--- src/rtl/srt_pkg.sv ---
package srt_pkg;

  // Outcome codes double as the bit index into the one-hot status.
  typedef enum logic [1:0] {
    OUT_OK    = 2'd0,
    OUT_UNDEF = 2'd1,
    OUT_TRAP  = 2'd2,
    OUT_REDIR = 2'd3
  } outcome_e;

  typedef enum logic [1:0] {
    TGT_NONE = 2'd0,
    TGT_LOW  = 2'd1,
    TGT_HYP  = 2'd2
  } target_e;

  typedef struct packed {
    logic [1:0] op0;
    logic [2:0] op1;
    logic [3:0] crn;
    logic [3:0] crm;
    logic [2:0] op2;
  } enc_t;

  typedef struct packed {
    logic host_ext;
    logic nv;
    logic nv1;
    logic nv2;
    logic vm_rd_trap;
    logic vm_wr_trap;
    logic fg_rd_trap;
    logic fg_wr_trap;
    logic fg_en;
    logic top_present;
    logic l2_on;
  } ctl_t;

  localparam enc_t ENC_HYP = '{op0: 2'b11, op1: 3'b100, crn: 4'b0010, crm: 4'b0000, op2: 3'b001};
  localparam enc_t ENC_LOW = '{op0: 2'b11, op1: 3'b000, crn: 4'b0010, crm: 4'b0000, op2: 3'b001};

endpackage

--- src/rtl/srt_decode.sv ---
module srt_decode
  import srt_pkg::*;
(
  input  enc_t       enc,
  input  logic [1:0] level,
  input  logic       write,
  input  ctl_t       ctl,
  output outcome_e   outcome,
  output target_e    target
);

  logic hit_hyp;
  logic hit_low;
  logic vm_trap;
  logic fg_trap;
  logic nested_all;

  assign hit_hyp    = (enc == ENC_HYP);
  assign hit_low    = (enc == ENC_LOW);
  assign vm_trap    = write ? ctl.vm_wr_trap : ctl.vm_rd_trap;
  assign fg_trap    = (write ? ctl.fg_wr_trap : ctl.fg_rd_trap) &&
                      (!ctl.top_present || ctl.fg_en);
  assign nested_all = ctl.nv && ctl.nv1 && ctl.nv2;

  always_comb begin
    outcome = OUT_UNDEF;
    target  = TGT_NONE;
    if (level == 2'd0 || !(hit_hyp || hit_low)) begin
      outcome = OUT_UNDEF;
    end else if (hit_hyp) begin
      if (level == 2'd1) begin
        outcome = (ctl.l2_on && ctl.nv) ? OUT_TRAP : OUT_UNDEF;
      end else begin
        outcome = OUT_OK;
        target  = TGT_HYP;
      end
    end else begin
      unique case (level)
        2'd1: begin
          if (!ctl.l2_on) begin
            outcome = OUT_OK;
            target  = TGT_LOW;
          end else if (vm_trap) begin
            outcome = OUT_TRAP;
          end else if (fg_trap) begin
            outcome = OUT_TRAP;
          end else if (nested_all) begin
            outcome = OUT_REDIR;
          end else begin
            outcome = OUT_OK;
            target  = TGT_LOW;
          end
        end
        2'd2: begin
          outcome = OUT_OK;
          target  = ctl.host_ext ? TGT_HYP : TGT_LOW;
        end
        default: begin
          outcome = OUT_OK;
          target  = TGT_LOW;
        end
      endcase
    end
  end

endmodule

--- src/rtl/srt_bank.sv ---
module srt_bank #(
  parameter int DW   = 64,
  parameter int NREG = 2,
  localparam int IW  = (NREG > 1) ? $clog2(NREG) : 1
) (
  input  logic          clk,
  input  logic          rst_n,
  input  logic          wr_en,
  input  logic [IW-1:0] wr_idx,
  input  logic [DW-1:0] wr_data,
  input  logic [IW-1:0] rd_idx,
  output logic [DW-1:0] rd_data
);

  logic [DW-1:0] regs [NREG];

  for (genvar g = 0; g < NREG; g++) begin : g_reg
    always_ff @(posedge clk or negedge rst_n) begin
      if (!rst_n) begin
        regs[g] <= '0;
      end else if (wr_en && wr_idx == IW'(g)) begin
        regs[g] <= wr_data;
      end
    end
  end

  always_comb begin
    rd_data = '0;
    for (int i = 0; i < NREG; i++) begin
      if (rd_idx == IW'(i)) rd_data = regs[i];
    end
  end

endmodule

--- src/rtl/srt_resp.sv ---
module srt_resp
  import srt_pkg::*;
#(
  parameter int             DW         = 64,
  parameter int             CLASS_W    = 6,
  parameter int             OFS_W      = 12,
  parameter logic [CLASS_W-1:0] TRAP_CLASS = 6'h18,
  parameter logic [OFS_W-1:0]   REDIR_OFS  = 12'h210
) (
  input  logic               clk,
  input  logic               rst_n,
  input  logic               accept,
  input  logic               drain,
  input  outcome_e           outcome,
  input  logic               is_write,
  input  logic [DW-1:0]      rd_data,
  output logic               valid,
  output logic [3:0]         status,
  output logic [DW-1:0]      rdata,
  output logic [CLASS_W-1:0] class_o,
  output logic [OFS_W-1:0]   offset
);

  always_ff @(posedge clk or negedge rst_n) begin
    if (!rst_n) begin
      valid   <= 1'b0;
      status  <= '0;
      rdata   <= '0;
      class_o <= '0;
      offset  <= '0;
    end else if (accept) begin
      valid   <= 1'b1;
      status  <= 4'b0001 << outcome;
      rdata   <= (outcome == OUT_OK && !is_write) ? rd_data : '0;
      class_o <= (outcome == OUT_TRAP) ? TRAP_CLASS : '0;
      offset  <= (outcome == OUT_REDIR) ? REDIR_OFS : '0;
    end else if (drain) begin
      valid   <= 1'b0;
    end
  end

endmodule

--- src/rtl/sysreg_route_arbiter.sv ---
module sysreg_route_arbiter
  import srt_pkg::*;
#(
  parameter int DW      = 64,
  parameter int CLASS_W = 6,
  parameter int OFS_W   = 12
) (
  input  logic               clk,
  input  logic               rst_n,
  input  logic               req_valid,
  output logic               req_ready,
  input  logic [1:0]         req_op0,
  input  logic [2:0]         req_op1,
  input  logic [3:0]         req_crn,
  input  logic [3:0]         req_crm,
  input  logic [2:0]         req_op2,
  input  logic               req_write,
  input  logic [1:0]         req_level,
  input  logic [DW-1:0]      req_wdata,
  input  logic               ctl_host_ext,
  input  logic               ctl_nv,
  input  logic               ctl_nv1,
  input  logic               ctl_nv2,
  input  logic               ctl_vm_rd_trap,
  input  logic               ctl_vm_wr_trap,
  input  logic               ctl_fg_rd_trap,
  input  logic               ctl_fg_wr_trap,
  input  logic               ctl_fg_en,
  input  logic               ctl_top_present,
  input  logic               ctl_l2_on,
  output logic               rsp_valid,
  input  logic               rsp_ready,
  output logic [3:0]         rsp_status,
  output logic [DW-1:0]      rsp_rdata,
  output logic [CLASS_W-1:0] rsp_class,
  output logic [OFS_W-1:0]   rsp_offset
);

  localparam int NREG = 2;
  localparam int IW   = $clog2(NREG);

  enc_t          enc;
  ctl_t          ctl;
  outcome_e      outcome;
  target_e       target;
  logic          accept;
  logic          wr_en;
  logic [IW-1:0] reg_idx;
  logic [DW-1:0] bank_rdata;

  assign enc = '{op0: req_op0, op1: req_op1, crn: req_crn, crm: req_crm, op2: req_op2};
  assign ctl = '{host_ext: ctl_host_ext, nv: ctl_nv, nv1: ctl_nv1, nv2: ctl_nv2,
                 vm_rd_trap: ctl_vm_rd_trap, vm_wr_trap: ctl_vm_wr_trap,
                 fg_rd_trap: ctl_fg_rd_trap, fg_wr_trap: ctl_fg_wr_trap,
                 fg_en: ctl_fg_en, top_present: ctl_top_present, l2_on: ctl_l2_on};

  assign req_ready = !rsp_valid || rsp_ready;
  assign accept    = req_valid && req_ready;
  assign wr_en     = accept && req_write && (outcome == OUT_OK);
  assign reg_idx   = (target == TGT_HYP) ? IW'(1) : IW'(0);

  srt_decode u_decode (
    .enc     (enc),
    .level   (req_level),
    .write   (req_write),
    .ctl     (ctl),
    .outcome (outcome),
    .target  (target)
  );

  srt_bank #(.DW(DW), .NREG(NREG)) u_bank (
    .clk     (clk),
    .rst_n   (rst_n),
    .wr_en   (wr_en),
    .wr_idx  (reg_idx),
    .wr_data (req_wdata),
    .rd_idx  (reg_idx),
    .rd_data (bank_rdata)
  );

  srt_resp #(.DW(DW), .CLASS_W(CLASS_W), .OFS_W(OFS_W),
             .TRAP_CLASS(CLASS_W'(6'h18)), .REDIR_OFS(OFS_W'(12'h210))) u_resp (
    .clk      (clk),
    .rst_n    (rst_n),
    .accept   (accept),
    .drain    (rsp_ready),
    .outcome  (outcome),
    .is_write (req_write),
    .rd_data  (bank_rdata),
    .valid    (rsp_valid),
    .status   (rsp_status),
    .rdata    (rsp_rdata),
    .class_o  (rsp_class),
    .offset   (rsp_offset)
  );

endmodule

--- config.mk ---
export PLATFORM = sky130hd
export DESIGN_NAME = sysreg_route_arbiter
export DESIGN_NICKNAME = d
export VERILOG_FILES = /design/src/rtl/srt_pkg.sv /design/src/rtl/srt_decode.sv /design/src/rtl/srt_bank.sv /design/src/rtl/srt_resp.sv /design/src/rtl/sysreg_route_arbiter.sv
export SDC_FILE = /design/constraint.sdc
export NUM_CORES = 1
export LEC_CHECK = 0
export ABC_CLOCK_PERIOD_IN_PS = 3100
export BUFFER_PORTS_ARGS = -buffer_cell sky130_fd_sc_hd__buf_4
export CELL_PAD_IN_SITES_DETAIL_PLACEMENT = 0
export CELL_PAD_IN_SITES_GLOBAL_PLACEMENT = 1
export CORE_ASPECT_RATIO = 1.2
export CORE_MARGIN = 2
export CORE_UTILIZATION = 32
export CTS_CLUSTER_DIAMETER = 150
export DETAILED_ROUTE_END_ITERATION = 8
export PLACE_DENSITY_LB_ADDON = 0.1
export RECOVER_POWER = 25
export SLEW_MARGIN = 10
export SYNTH_ARGS = -nofsm -noshare
export SYNTH_HDL_FRONTEND = slang
export SYNTH_HIERARCHICAL = 1
export SYNTH_SLANG_ARGS = --single-unit
--- constraint.sdc ---
create_clock -name clk -period 3.1 [get_ports clk]
set_input_delay 0.155 -clock clk [delete_from_list [all_inputs] [get_ports clk]]
set_output_delay 0.155 -clock clk [all_outputs]
set_load 0.03 [all_outputs]
* Word level (Yosys, flattened, before mapping)
Index checks and enable logic that the tools add are counted.
Word-level totals: flip-flop bits (word level) 215, input port bits 98, output and inout port bits 88, logic and storage cells 64
Operators by class: equality and inequality tests 7, shift operators 1, mux-type cells 27, bitwise gates (word level) 1, reduce and logical (&&, ||, !) cells 21
Operators with widths (count):
- two-way mux 64 bit | 2
- equality test 16 bit, second input constant | 2
- two-way mux 2 bit | 16
- logical AND 1 bit | 10
- two-way mux 10 bit | 1
- equality test 2 bit, second input constant | 4
- two-way mux 1 bit | 6
- two-way mux 5 bit | 1
- zero test 1 bit | 4
- zero test 2 bit | 2
- logical OR 1 bit | 4
- one-hot mux 2 bit (2 select lines) | 1
- << shifter 1 x 2 -> 4 bit, first input constant | 1
- equality test 2 x 1 -> 1 bit, second input constant | 1
- nonzero test 2 bit | 1
- inverter 1 bit | 1

* Depth between registers and ports, before layout
Gate-level depths: netlist of the first run.
depth in word-level cells 13, gate-level depth with buffers 11, gate-level depth less buffers 9

* Hierarchy
Netlist of the first run, hierarchy kept.
Modules (own cells, without submodules):
- srt_bank | instances 1, cells each 342, area an instance 5895.7 sq um, sequential area each 3203.1 sq um
- srt_resp | instances 1, cells each 316, area an instance 3398.3 sq um, sequential area each 1726.7 sq um
- srt_decode | instances 1, cells each 34, area an instance 260.2 sq um, sequential area each 0.0 sq um
- sysreg_route_arbiter | instances 1, cells each 5, area an instance 42.5 sq um, sequential area each 0.0 sq um

* Worst setup path after synthesis of the first run
OpenSTA, ideal clock, no wires.
path type input -> register, from input req_crn[2], to register u_resp.rdata[62], library setup time 0.130 ns, arrival 2.486 ns, required time 2.970 ns, setup slack 0.484 ns, stages on the path 9, buffers on the path 2, cell sequence or4b_4 > or3_4 > a211oi_1 > nor2b_1 > buf_2 > buf_2 > mux2_2 > nand2_1 > o22ai_2
Between the ends: word-level cells in the longest chain between the ends 9, elaborated cells between the ends (all ways) 15, classes of those cells 3 x eq/ne; 7 x mux; 5 x reduce/logical
Ends and longest elaborated chain:
- start, declared | line sysreg_route_arbiter.sv:14 | input logic [3:0] req_crn,
- equality test 16 bit (on tied branches) | line srt_decode.sv:18, srt_decode.sv:19
- logical OR 1 bit | line srt_decode.sv:28 | if (level == 2'd0 || !(hit_hyp || hit_low)) begin
- zero test 1 bit | line srt_decode.sv:28
- logical OR 1 bit | line srt_decode.sv:28
- two-way mux 2 bit (*) | line srt_decode.sv:28
- net target[1] | line sysreg_route_arbiter.sv:45 | target_e target;
- equality test 2 bit (*) | line sysreg_route_arbiter.sv:60 | assign reg_idx = (target == TGT_HYP) ? IW'(1) : IW'(0);
- two-way mux 1 bit (*) | line sysreg_route_arbiter.sv:60
- net reg_idx | line sysreg_route_arbiter.sv:48 | logic [IW-1:0] reg_idx;
- two-way mux 64 bit (*) | line srt_bank.sv:30 | if (rd_idx == IW'(i)) rd_data = regs[i];
- net bank_rdata[62] | line sysreg_route_arbiter.sv:49 | logic [DW-1:0] bank_rdata;
- two-way mux 64 bit (*) | line srt_resp.sv:34 | rdata <= (outcome == OUT_OK && !is_write) ? rd_data : '0;
- end signal, assigned | line srt_resp.sv:34
- end, declared | line srt_resp.sv:19 | output logic [DW-1:0] rdata,
Mark *: on every way through the listed nets, which the timed path passes. The rest lies on a longest branch. A chain may end at the register's enable or synchronous reset.

* Worst setup path in the final report of the first run
from input req_crm[3], to register u_bank/regs[124] in the netlist's numbering
Between the ends: elaborated cells between the ends (all ways) 15, classes of those cells 3 x eq/ne; 5 x mux; 1 x bitwise; 6 x reduce/logical
RTL lines:
- start, declared | line sysreg_route_arbiter.sv:15 | input logic [3:0] req_crm,
- equality test 16 bit (on tied branches) | line srt_decode.sv:18, srt_decode.sv:19
- logical OR 1 bit | line srt_decode.sv:28
- zero test 1 bit | line srt_decode.sv:28
- logical OR 1 bit | line srt_decode.sv:28
- two-way mux 2 bit (*) | line srt_decode.sv:28
- net outcome[0] | line sysreg_route_arbiter.sv:44 | outcome_e outcome;
- zero test 2 bit (*) | line sysreg_route_arbiter.sv:59 | assign wr_en = accept && req_write && (outcome == OUT_OK);
- logical AND 1 bit (*) | line sysreg_route_arbiter.sv:59
- net wr_en | line sysreg_route_arbiter.sv:47 | logic wr_en;
- logical AND 1 bit (*) | line srt_bank.sv:21 | end else if (wr_en && wr_idx == IW'(g)) begin
- end signal, assigned by index | line srt_bank.sv:22 | regs[g] <= wr_data;
- end, declared | line srt_bank.sv:15 | logic [DW-1:0] regs [NREG];
Marks and branches as above.

==> impl_metrics.env, run 1 <==
export IMPL_power_density_nw_per_um2=417
export IMPL_start_util_pct=32.4
export IMPL_syn_inst=697
export IMPL_clk_path_buf_depth=2
export IMPL_seq_power_share_pct=50.3
export IMPL_h_tree_depth=4
export IMPL_fin_worst_skew_ns=0.0122
export IMPL_portBuffers=171
export IMPL_synth_async_reset_ratio_pct=100
export IMPL_min_path_type="in2reg"
export IMPL_cts_made_buffers=17
export IMPL_dr_pass1_iters=4
export IMPL_synth_top_cell_area_share_pct=51.4
export IMPL_status="completed"
export IMPL_crit_path_end_kind="flop"
export IMPL_drv_cap=0
export IMPL_r2r_end="u_resp/rdata[59]"
export IMPL_critPathSlowestCell="or3_4"
export IMPL_synth_commonest_cells="dfrtp_1, mux2_2, inv_1"
export IMPL_viasPerCell=4.52
export IMPL_p_comb_share_pct=7.1
export IMPL_synth_top_cell_by_area="dfrtp_1"
export IMPL_ctsHoldBuffers=66
export IMPL_synth_cell_area_um2=9600
export IMPL_post_place_cells=1226
export IMPL_worstPathArrival_ns=2.85
export IMPL_synth_edf_count=0
export IMPL_required_ns=3.42
export IMPL_tightestPinTransition_ns=1.40
export IMPL_setup_violations_final=0
export IMPL_final_hold_viol_count=0
export IMPL_finalCriticalPeriod_ns=2.53
export IMPL_drc_errors=0
export IMPL_hpwl_um=14300
export IMPL_clock_sinks=197
export IMPL_max_stage_delay_ns=0.42
export IMPL_gp_congestion=0.736
export IMPL_power_w=0.00512
export IMPL_grt_max_degree=68
export IMPL_slew_violations=0
export IMPL_synth_area_leaders="dfrtp_1, mux2_2, mux2_4, o22ai_2, inv_1"
export IMPL_dieArea_um2=31400
export IMPL_detail_route_wl_per_cell_um=16.6
export IMPL_hold_path_end="u_resp/rdata[11]"
export IMPL_yosysMostFrequentCell="dfrtp_1"
export IMPL_r2r_cells=5
export IMPL_top_usage_layer="met2"
export IMPL_min_path_cells=3
export IMPL_die_height_um=194
export IMPL_routed_wl_um=21900
export IMPL_rsz0062_at_grt="false"
export IMPL_p_int_w=0.00392
export IMPL_overflow=0
export IMPL_timing_rr_start="u_resp/valid"
export IMPL_critPathKind="in2reg"
export IMPL_clock_latency_ns=0.43
export IMPL_period_share_pct=81.6
export IMPL_ff2ff_setup_slack_ns=1.22
export IMPL_synthFlopType="dfrtp_1"
export IMPL_start_kind="primary input"
export IMPL_fp_dieW_um=162
export IMPL_ys_seq_area_share_pct=51.4
export IMPL_relSlewSlack_pct=6.74
export IMPL_cts_reportedPaths_clkPinSlew_ns=0.07
export IMPL_p_sw_share_pct=23.4
export IMPL_coreArea_um2=29600
export IMPL_area_growth_pct=27.9
export IMPL_synth_seq_cells=197
export IMPL_num_rows=69
export IMPL_nets=1022
export IMPL_cp_max_fo=34
export IMPL_final_cells=1326
export IMPL_cts_setup_buffers=0
export IMPL_grt_use_met1_pct=18.5
export IMPL_p_sw_w=0.00120
export IMPL_vias=5992
export IMPL_tns_ns=0
export IMPL_synth_warnings=6
export IMPL_track_usage_pct=14.4
export IMPL_leakage_nw=5.82
export IMPL_grt_pass1_vias=6609
export IMPL_met3_usage_pct=3.29
export IMPL_io_pins=186
export IMPL_fmax_ghz=0.395
export IMPL_root_buffer="clkbuf_16"
export IMPL_drtAntennaViolNets=0
export IMPL_cts_resized=0
export IMPL_cts_tree="built"
export IMPL_antenna_found_initial=2
export IMPL_drt_first_iter_violations=161
export IMPL_gr_usage_met2_pct=24.3
export IMPL_crit_chain="buf_4 -> nor4bb_1 -> nand3_1 -> or3_4 -> a311o_1 -> nor2_1 -> and4_4 -> nor2b_4 -> buf_12 -> mux2_2"
export IMPL_p_clk_share_pct=42.6
export IMPL_min_delay_start="req_write"
export IMPL_grt_pass1_wl_um=36000
export IMPL_drive_above_1_share_pct=51.3
export IMPL_avgSynthCellArea_um2=13.8
export IMPL_yosys_cell_types_count=43
export IMPL_ir_drop_uv=329
==> registers in the layout, indices dropped and copies added (netlist names) <==
register and count:
u_bank/regs 128, u_resp/rdata 64, u_resp/status 2, u_resp/class_o 1, u_resp/offset 1, u_resp/valid 1
==> worst max-delay path by stage <==
| stage | from | endpoint | slack (ns) | cells after the start |
|---|---|---|---|---|
| final | req_crm[3] | u_bank/regs[124] | 0.57 | 10 |
| after global routing | rst_n | u_bank/regs[98] | 0.31 | 3 |
| after CTS | req_crm[3] | u_bank/regs[124] | 0.58 | 10 |
| after detailed placement | req_crm[3] | u_bank/regs[124] | 0.12 | 10 |
| after global placement | req_crm[3] | u_bank/regs[124] | 0.18 | 10 |
| after floorplan | req_crn[2] | u_resp/rdata[62] | 0.48 | 9 |
==> power by group through the flow <==
stage          clock network, W  logic (W)  registers [W]
2_1_floorplan                 0   0.000109        0.00263
3_3_place_gp                  0   0.000302        0.00262
3_5_place_dp                  0   0.000308        0.00262
4_1_cts                 0.00227   0.000379        0.00257
5_1_grt                 0.00238   0.000403        0.00257
6_report                0.00218   0.000364        0.00257
==> routing by layer <==
| layer | vias up | share of wire [%] |
|---|---|---|
| met3 | 18 | 4.4 |
| met1 | 3022 | 45 |
| met2 | 147 | 49 |
| met4 | 0 | 1.3 |
| met5 | - | 0 |
| li1 | 2805 | - |
==> critical path: cells and delay by family <==
kind            cells  cell delay (ns)
simple gates        6             1.55
buf+inv             2             0.42
mux                 1             0.37
compound gates      1             0.36
==> area by class of cell <==
cell class	count	area (µm²)
fill	2839	17300
sequential	197	4930
multi-input combinational	381	3870
timing repair buffer	252	2140
tap	390	488
clock buffer	23	478
inverter	72	270
clock inverter	9	95.1
antenna	2	5.00
==> cell families after synthesis <==
kind of cell | share of synthesized area, %
buffers and inverters | 8.97
muxes | 25.4
DFF | 51.4
other | 0.0391
and+or+nand+nor | 4.69
adders and majority gates | 0.391
AOI/OAI and AO/OA | 9.10
==> per-stage QoR <==
stage / setup WS, ns / util, % / hold slack, ns / instance area [µm²]
3_5_place_dp: 0.121 / 37.3 / 0.155 / 11100
6_report: 0.570 / 41.5 / 0.292 / 12300
3_3_place_gp: 0.176 / 37.3 / 0.152 / 11100
4_1_cts: 0.584 / 41.5 / 0.269 / 12300
2_1_floorplan: 0.484 / - / -0.141 / 9650
5_1_grt: 0.306 / 41.5 / 0.303 / 12300
==> layout by cell type, fill, tap and decap left out, types with 7 or more instances in the layout <==
cell type	synthesis	routed
inv_1	72	72
mux2_2	127	127
dlygate4sd3_1	0	66
nand2_1	67	67
buf_12	13	7
mux2_4	66	66
conb_1	1	14
clkbuf_16	0	17
dfrtp_1	197	197
o22ai_2	60	60
buf_4	18	177
Note: power is estimated with default switching activity, not from simulation.
==> run 2: changes to the inputs <==
- ABC_CLOCK_PERIOD_IN_PS: 3100 -> 2550
- clock period: 3.1 -> 2.55 ns (I/O delays scaled with it)
==> run 2 against run 1 <==
  * The flow now finishes with violations (capacitance limit, slew limit)
  * Worst hold slack worse by 0.014 ns
  * Largest power group unchanged
  * Sequential power is 22% higher
  * Critical endpoint is now u_bank/regs[127]
  * Combinational power is 21% higher
  * Via count is 0.18% higher
  * Worst setup slack worse by 0.36 ns
  * Highest routed layer unchanged
  * Critical path depth is 1 lower
  * Die area stayed put
  * Clock-buffer cell count stayed put
  * First-iteration DRC count is 43% higher
==> impl_metrics.env, run 2 (same netlist as run 1, synthesis figures left out) <==
export IMPL_drv_cap=1
export IMPL_area_growth_pct=28.6
export IMPL_ff2ff_setup_slack_ns=0.79
export IMPL_power_density_nw_per_um2=534
export IMPL_viasPerCell=4.51
export IMPL_top_regs="u_bank/regs (128), u_resp/rdata (64), u_resp/status (2)"
export IMPL_layout_commonest_cell="dfrtp_1"
export IMPL_die_height_um=194
export IMPL_hold_ws_ns=0.278
export IMPL_dr_pass1_iters=5
export IMPL_fmax_ghz=0.427
export IMPL_required_ns=2.87
export IMPL_crit_path_end_kind="flop"
export IMPL_antenna_found_initial=0
export IMPL_final_cell_mix="dfrtp_1, buf_4, mux2_2"
export IMPL_grt_use_met1_pct=19.4
export IMPL_slew_violations=80
export IMPL_drt_first_iter_violations=231
export IMPL_status="finished, violations left"
export IMPL_fill_cells=2797
export IMPL_gp_congestion=0.752
export IMPL_portBuffers=171
export IMPL_routed_wl_um=22600
export IMPL_clock_sinks=197
export IMPL_cts_made_buffers=17
export IMPL_fin_worst_skew_ns=0.00961
export IMPL_worstPathArrival_ns=2.66
export IMPL_clock_latency_ns=0.43
export IMPL_max_stage_delay_ns=0.54
export IMPL_cts_reportedPaths_clkPinSlew_ns=0.07
export IMPL_placed_area_um2=11200
export IMPL_gr_usage_met2_pct=24.9
export IMPL_final_hold_viol_count=0
export IMPL_critPathBufInv=2
export IMPL_min_path_type="in2reg"
export IMPL_io_pins=186
export IMPL_final_area_um2=12300
export IMPL_vias=6003
export IMPL_drc_errors=0
export IMPL_finalCriticalPeriod_ns=2.34
export IMPL_track_usage_pct=14.9
export IMPL_crit_chain="buf_4 -> or4b_4 -> or3_4 -> a311o_1 -> nor2_1 -> and4_4 -> nor2b_4 -> buf_12 -> mux2_2"
export IMPL_overflow=0
export IMPL_met3_usage_pct=3.21
export IMPL_tightestPinTransition_ns=1.93
export IMPL_coreArea_um2=29600
export IMPL_n_antenna_cell=0
export IMPL_setup_violations_final=0
export IMPL_grt_pass1_wl_um=36800
export IMPL_cts_tree="built"
export IMPL_hpwl_um=14600
export IMPL_h_tree_depth=4
export IMPL_crit_family="simple AND/OR/NAND/NOR gates"
export IMPL_nets=1029
export IMPL_start_util_pct=32.4
export IMPL_drive_above_1_share_pct=47.6
export IMPL_violations="capacitance limit, slew limit"
export IMPL_cp_max_fo=34
export IMPL_fp_dieW_um=162
export IMPL_utilization_pct=41.7
export IMPL_leakage_nw=5.75
export IMPL_relSlewSlack_pct=-28.7
export IMPL_root_buffer="clkbuf_16"
export IMPL_period_share_pct=91.9
export IMPL_top_register="u_bank/regs"
export IMPL_rsz0062_at_grt="false"
export IMPL_dieArea_um2=31400
export IMPL_grt_pass1_vias=6740
export IMPL_grt_max_degree=102
export IMPL_critPathSlowestCell="or4b_4"
export IMPL_largest_register_ffs=128
export IMPL_critPathKind="in2reg"
export IMPL_drtAntennaViolNets=0
export IMPL_num_rows=69
export IMPL_ir_drop_uv=350
export IMPL_top_usage_layer="met2"
export IMPL_detail_route_wl_per_cell_um=17.0
export IMPL_clk_path_buf_depth=2
export IMPL_start_kind="primary input"
## run 2: changes by cell type in the layout (fill, tap and decap cells not counted), sizes merged
cell      before  now
clkinv         5    0
clkinvlp       1    3
clkbuf        25   63
bufinv         1    4
buf          184  153
diode          2    0
## run 2: final timing paths
check | from | to | cells after the start
max in group asynchronous | rst_n | u_bank/regs[111] | 3
max | req_crn[2] | u_bank/regs[127] | 9
min reg2reg | u_bank/regs[10] | u_bank/regs[10] | 1
max reg2reg | u_resp/valid | u_bank/regs[127] | 5
min in group asynchronous | rst_n | u_resp/rdata[32] | 2
min | ctl_l2_on | u_resp/offset[4] | 6
## run 2: tightest hold or removal path, delay by kind of cell
| family | cells | cell delay, ns |
|---|---|---|
| and+or+nand+nor | 3 | 0.18 |
| buffers and inverters | 2 | 0.27 |
| AOI/OAI and AO/OA | 1 | 0.08 |
## run 2: per-layer routing
layer  routed length [µm]  up-vias
li1                     -     2814
met1                10300     3046
met2                11200      128
met3                  887       15
met4                  280        0
met5                    0        -
## run 2: cell type report
cell class | instances | area, µm² | share of cell area (%)
Inverter | 72 | 270 | 2.19
Multi-Input combinational cell | 381 | 3870 | 31.4
Clock buffer | 23 | 498 | 4.04
Timing Repair Buffer | 259 | 2120 | 17.2
Sequential cell | 197 | 4930 | 40.0
Clock inverter | 9 | 163 | 1.32
Tap cell | 390 | 488 | 3.96
## run 2: timing repair
item                      4_1_cts  5_1_grt
hold buffers                   66        0
resized for setup               0        0
buffers inserted                0        0
hold endpoints to repair      206        0
## run 2: report_power, final
group	total [W]	switching, W	internal [W]
logic	0.000442	0.000247	0.000195
clock network	0.00302	0.00123	0.00179
registers	0.00313	0.00000338	0.00313
total	0.00659	0.00148	0.00511
## run 2: stage by stage
| step | power [W] | worst slack [ns] | cells | setup TNS (ns) |
|---|---|---|---|---|
| floorplan | 0.00333 | 0.0149 | 710 | 0 |
| global placement | 0.00355 | -0.247 | 1233 | -31.21 |
| detailed placement | 0.00356 | -0.267 | 1233 | -34.45 |
| CTS | 0.00670 | 0.193 | 1331 | 0 |
| global route | 0.00686 | 0.0358 | 1331 | 0 |
| finish | 0.00659 | 0.208 | 1331 | 0 |
==> run 3: changes to the inputs <==
- CTS_BUF_LIST: not set -> sky130_fd_sc_hd__clkbuf_8 sky130_fd_sc_hd__clkbuf_16
==> run 3 against run 2 <==
  * The run still ends with capacitance limit, slew limit left
  * Register-to-register slack is essentially flat
  * Clock-buffer cell count shrank 1
  * Largest power group unchanged
  * Global-route usage is the same
  * Critical path depth is the same
  * Wire length grew 0.13%
  * First-iteration DRC count shrank 1.3%
==> impl_metrics.env, run 3 (same netlist as run 1, synthesis figures left out) <==
export IMPL_grt_pass1_wl_um=36800
export IMPL_min_path_cells=6
export IMPL_cp_max_fo=34
export IMPL_r2r_end="u_bank/regs[127]"
export IMPL_viasPerCell=4.51
export IMPL_drc_errors=0
export IMPL_timing_rr_start="u_resp/valid"
export IMPL_fmax_ghz=0.426
export IMPL_top_register="u_bank/regs"
export IMPL_largest_register_ffs=128
export IMPL_min_delay_start="ctl_l2_on"
export IMPL_clock_sinks=197
export IMPL_min_path_type="in2reg"
export IMPL_h_tree_depth=4
export IMPL_drt_first_iter_violations=228
export IMPL_antenna_found_initial=0
export IMPL_detail_route_wl_per_cell_um=17.0
export IMPL_fin_worst_skew_ns=0.00957
export IMPL_rsz0062_at_grt="false"
export IMPL_ir_drop_uv=349
export IMPL_start_kind="primary input"
export IMPL_layout_commonest_cell="dfrtp_1"
export IMPL_cts_resized=0
export IMPL_final_cells=1331
export IMPL_tightestPinTransition_ns=1.93
export IMPL_portBuffers=171
export IMPL_drive_above_1_share_pct=47.6
export IMPL_r2r_cells=5
export IMPL_num_rows=69
export IMPL_required_ns=2.87
export IMPL_start_util_pct=32.4
export IMPL_power_w=0.00659
export IMPL_routed_wl_um=22700
export IMPL_drtAntennaViolNets=0
export IMPL_dr_pass1_iters=5
export IMPL_clock_latency_ns=0.43
export IMPL_post_place_cells=1233
export IMPL_multi_input_area_um2=3870
export IMPL_final_cell_mix="dfrtp_1, buf_4, mux2_2"
export IMPL_finalCriticalPeriod_ns=2.35
export IMPL_setup_violations_final=0
export IMPL_top_regs="u_bank/regs (128), u_resp/rdata (64), u_resp/status (2)"
export IMPL_final_area_um2=12300
export IMPL_clk_path_buf_depth=2
export IMPL_crit_path_end_kind="flop"
export IMPL_cts_tree="built"
export IMPL_grt_pass1_vias=6740
export IMPL_vias=6000
export IMPL_placed_area_um2=11200
export IMPL_grt_max_degree=102
export IMPL_nets=1029
export IMPL_leakage_nw=5.76
export IMPL_final_hold_viol_count=0
export IMPL_seq_area_um2=4930
export IMPL_status="finished, violations left"
export IMPL_critPathKind="in2reg"
export IMPL_track_usage_pct=14.9
export IMPL_area_growth_pct=28.6
export IMPL_period_share_pct=92.0
export IMPL_cts_setup_buffers=0
export IMPL_fp_dieW_um=162
export IMPL_ff2ff_setup_slack_ns=0.79
export IMPL_die_height_um=194
export IMPL_worstPathArrival_ns=2.67
export IMPL_cts_made_buffers=17
export IMPL_relSlewSlack_pct=-28.7
export IMPL_violations="capacitance limit, slew limit"
export IMPL_gp_congestion=0.752
export IMPL_tns_ns=0
export IMPL_hold_path_end="u_resp/offset[4]"
export IMPL_io_pins=186
export IMPL_dieArea_um2=31400
export IMPL_coreArea_um2=29600
export IMPL_drv_cap=1
export IMPL_overflow=0
export IMPL_hpwl_um=14600
export IMPL_power_density_nw_per_um2=534
export IMPL_n_antenna_cell=0
export IMPL_root_buffer="clkbuf_16"
export IMPL_fill_cells=2796
export IMPL_slew_violations=80
export IMPL_cts_reportedPaths_clkPinSlew_ns=0.07
## run 3: changes by cell type in the layout (fill, tap and decap cells not counted)
| cell | previous run | this run |
|---|---|---|
| inv_1 | 72 | 73 |
| clkbuf_1 | 41 | 40 |
## run 3: how the worst max path moves through the flow
stage	cells after the start	slack, ns	startpoint	end
2_1_floorplan	9	0.01	req_crn[2]	u_bank/regs[100]
4_1_cts	10	0.19	req_crm[3]	u_bank/regs[124]
6_report	9	0.20	req_crn[2]	u_bank/regs[127]
3_5_place_dp	10	-0.27	req_crm[3]	u_bank/regs[124]
5_1_grt	11	0.04	req_crm[3]	u_resp/rdata[30]
3_3_place_gp	10	-0.25	req_crm[3]	u_bank/regs[127]
## run 3: power by group
part           internal [W]  switching (W)
clock               0.00178        0.00123
combinational      0.000195       0.000247
sequential          0.00313     0.00000337
total               0.00511        0.00148
## run 3: final cells by class
class	count	share of cell area, %
clock buffers	22	4.01
clock inverters	10	1.35
inverters	72	2.19
flip-flops and latches	197	40.0
repair buffers	259	17.2
multi-input cells	381	31.4
well taps	390	3.96
## run 3: metrics by stage
| step | setup slack (ns) | utilization [%] | hold WS [ns] |
|---|---|---|---|
| final | 0.204 | 41.7 | 0.279 |
| after floorplan | 0.0149 | - | -0.168 |
| after global routing | 0.0358 | 41.7 | 0.296 |
| after detailed placement | -0.267 | 37.7 | 0.229 |
| after global placement | -0.247 | 37.7 | 0.210 |
| after CTS | 0.193 | 42.2 | 0.261 |
## run 3: layer usage
layer / track usage (%) / vias to the layer above / share of wire (%)
met5: 0 / - / 0
met4: 4.13 / 0 / 1.3
met3: 3.21 / 16 / 3.9
met2: 24.9 / 128 / 49
met1: 19.4 / 3043 / 45
li1: - / 2813 / -
## run 3: critical path, cell delays in order
cell and delay, ns:
buf_4 0.11, or4b_4 0.54, or3_4 0.34, a311o_1 0.30, nor2_1 0.10, and4_4 0.25
nor2b_4 0.20, buf_12 0.31, mux2_2 0.37
## run 3: timing repair
| item | CTS | global route |
|---|---|---|
| hold buffers | 66 | 0 |
| endpoints found under the hold margin | 206 | 0 |
| endpoints found under the setup margin | 0 | 0 |
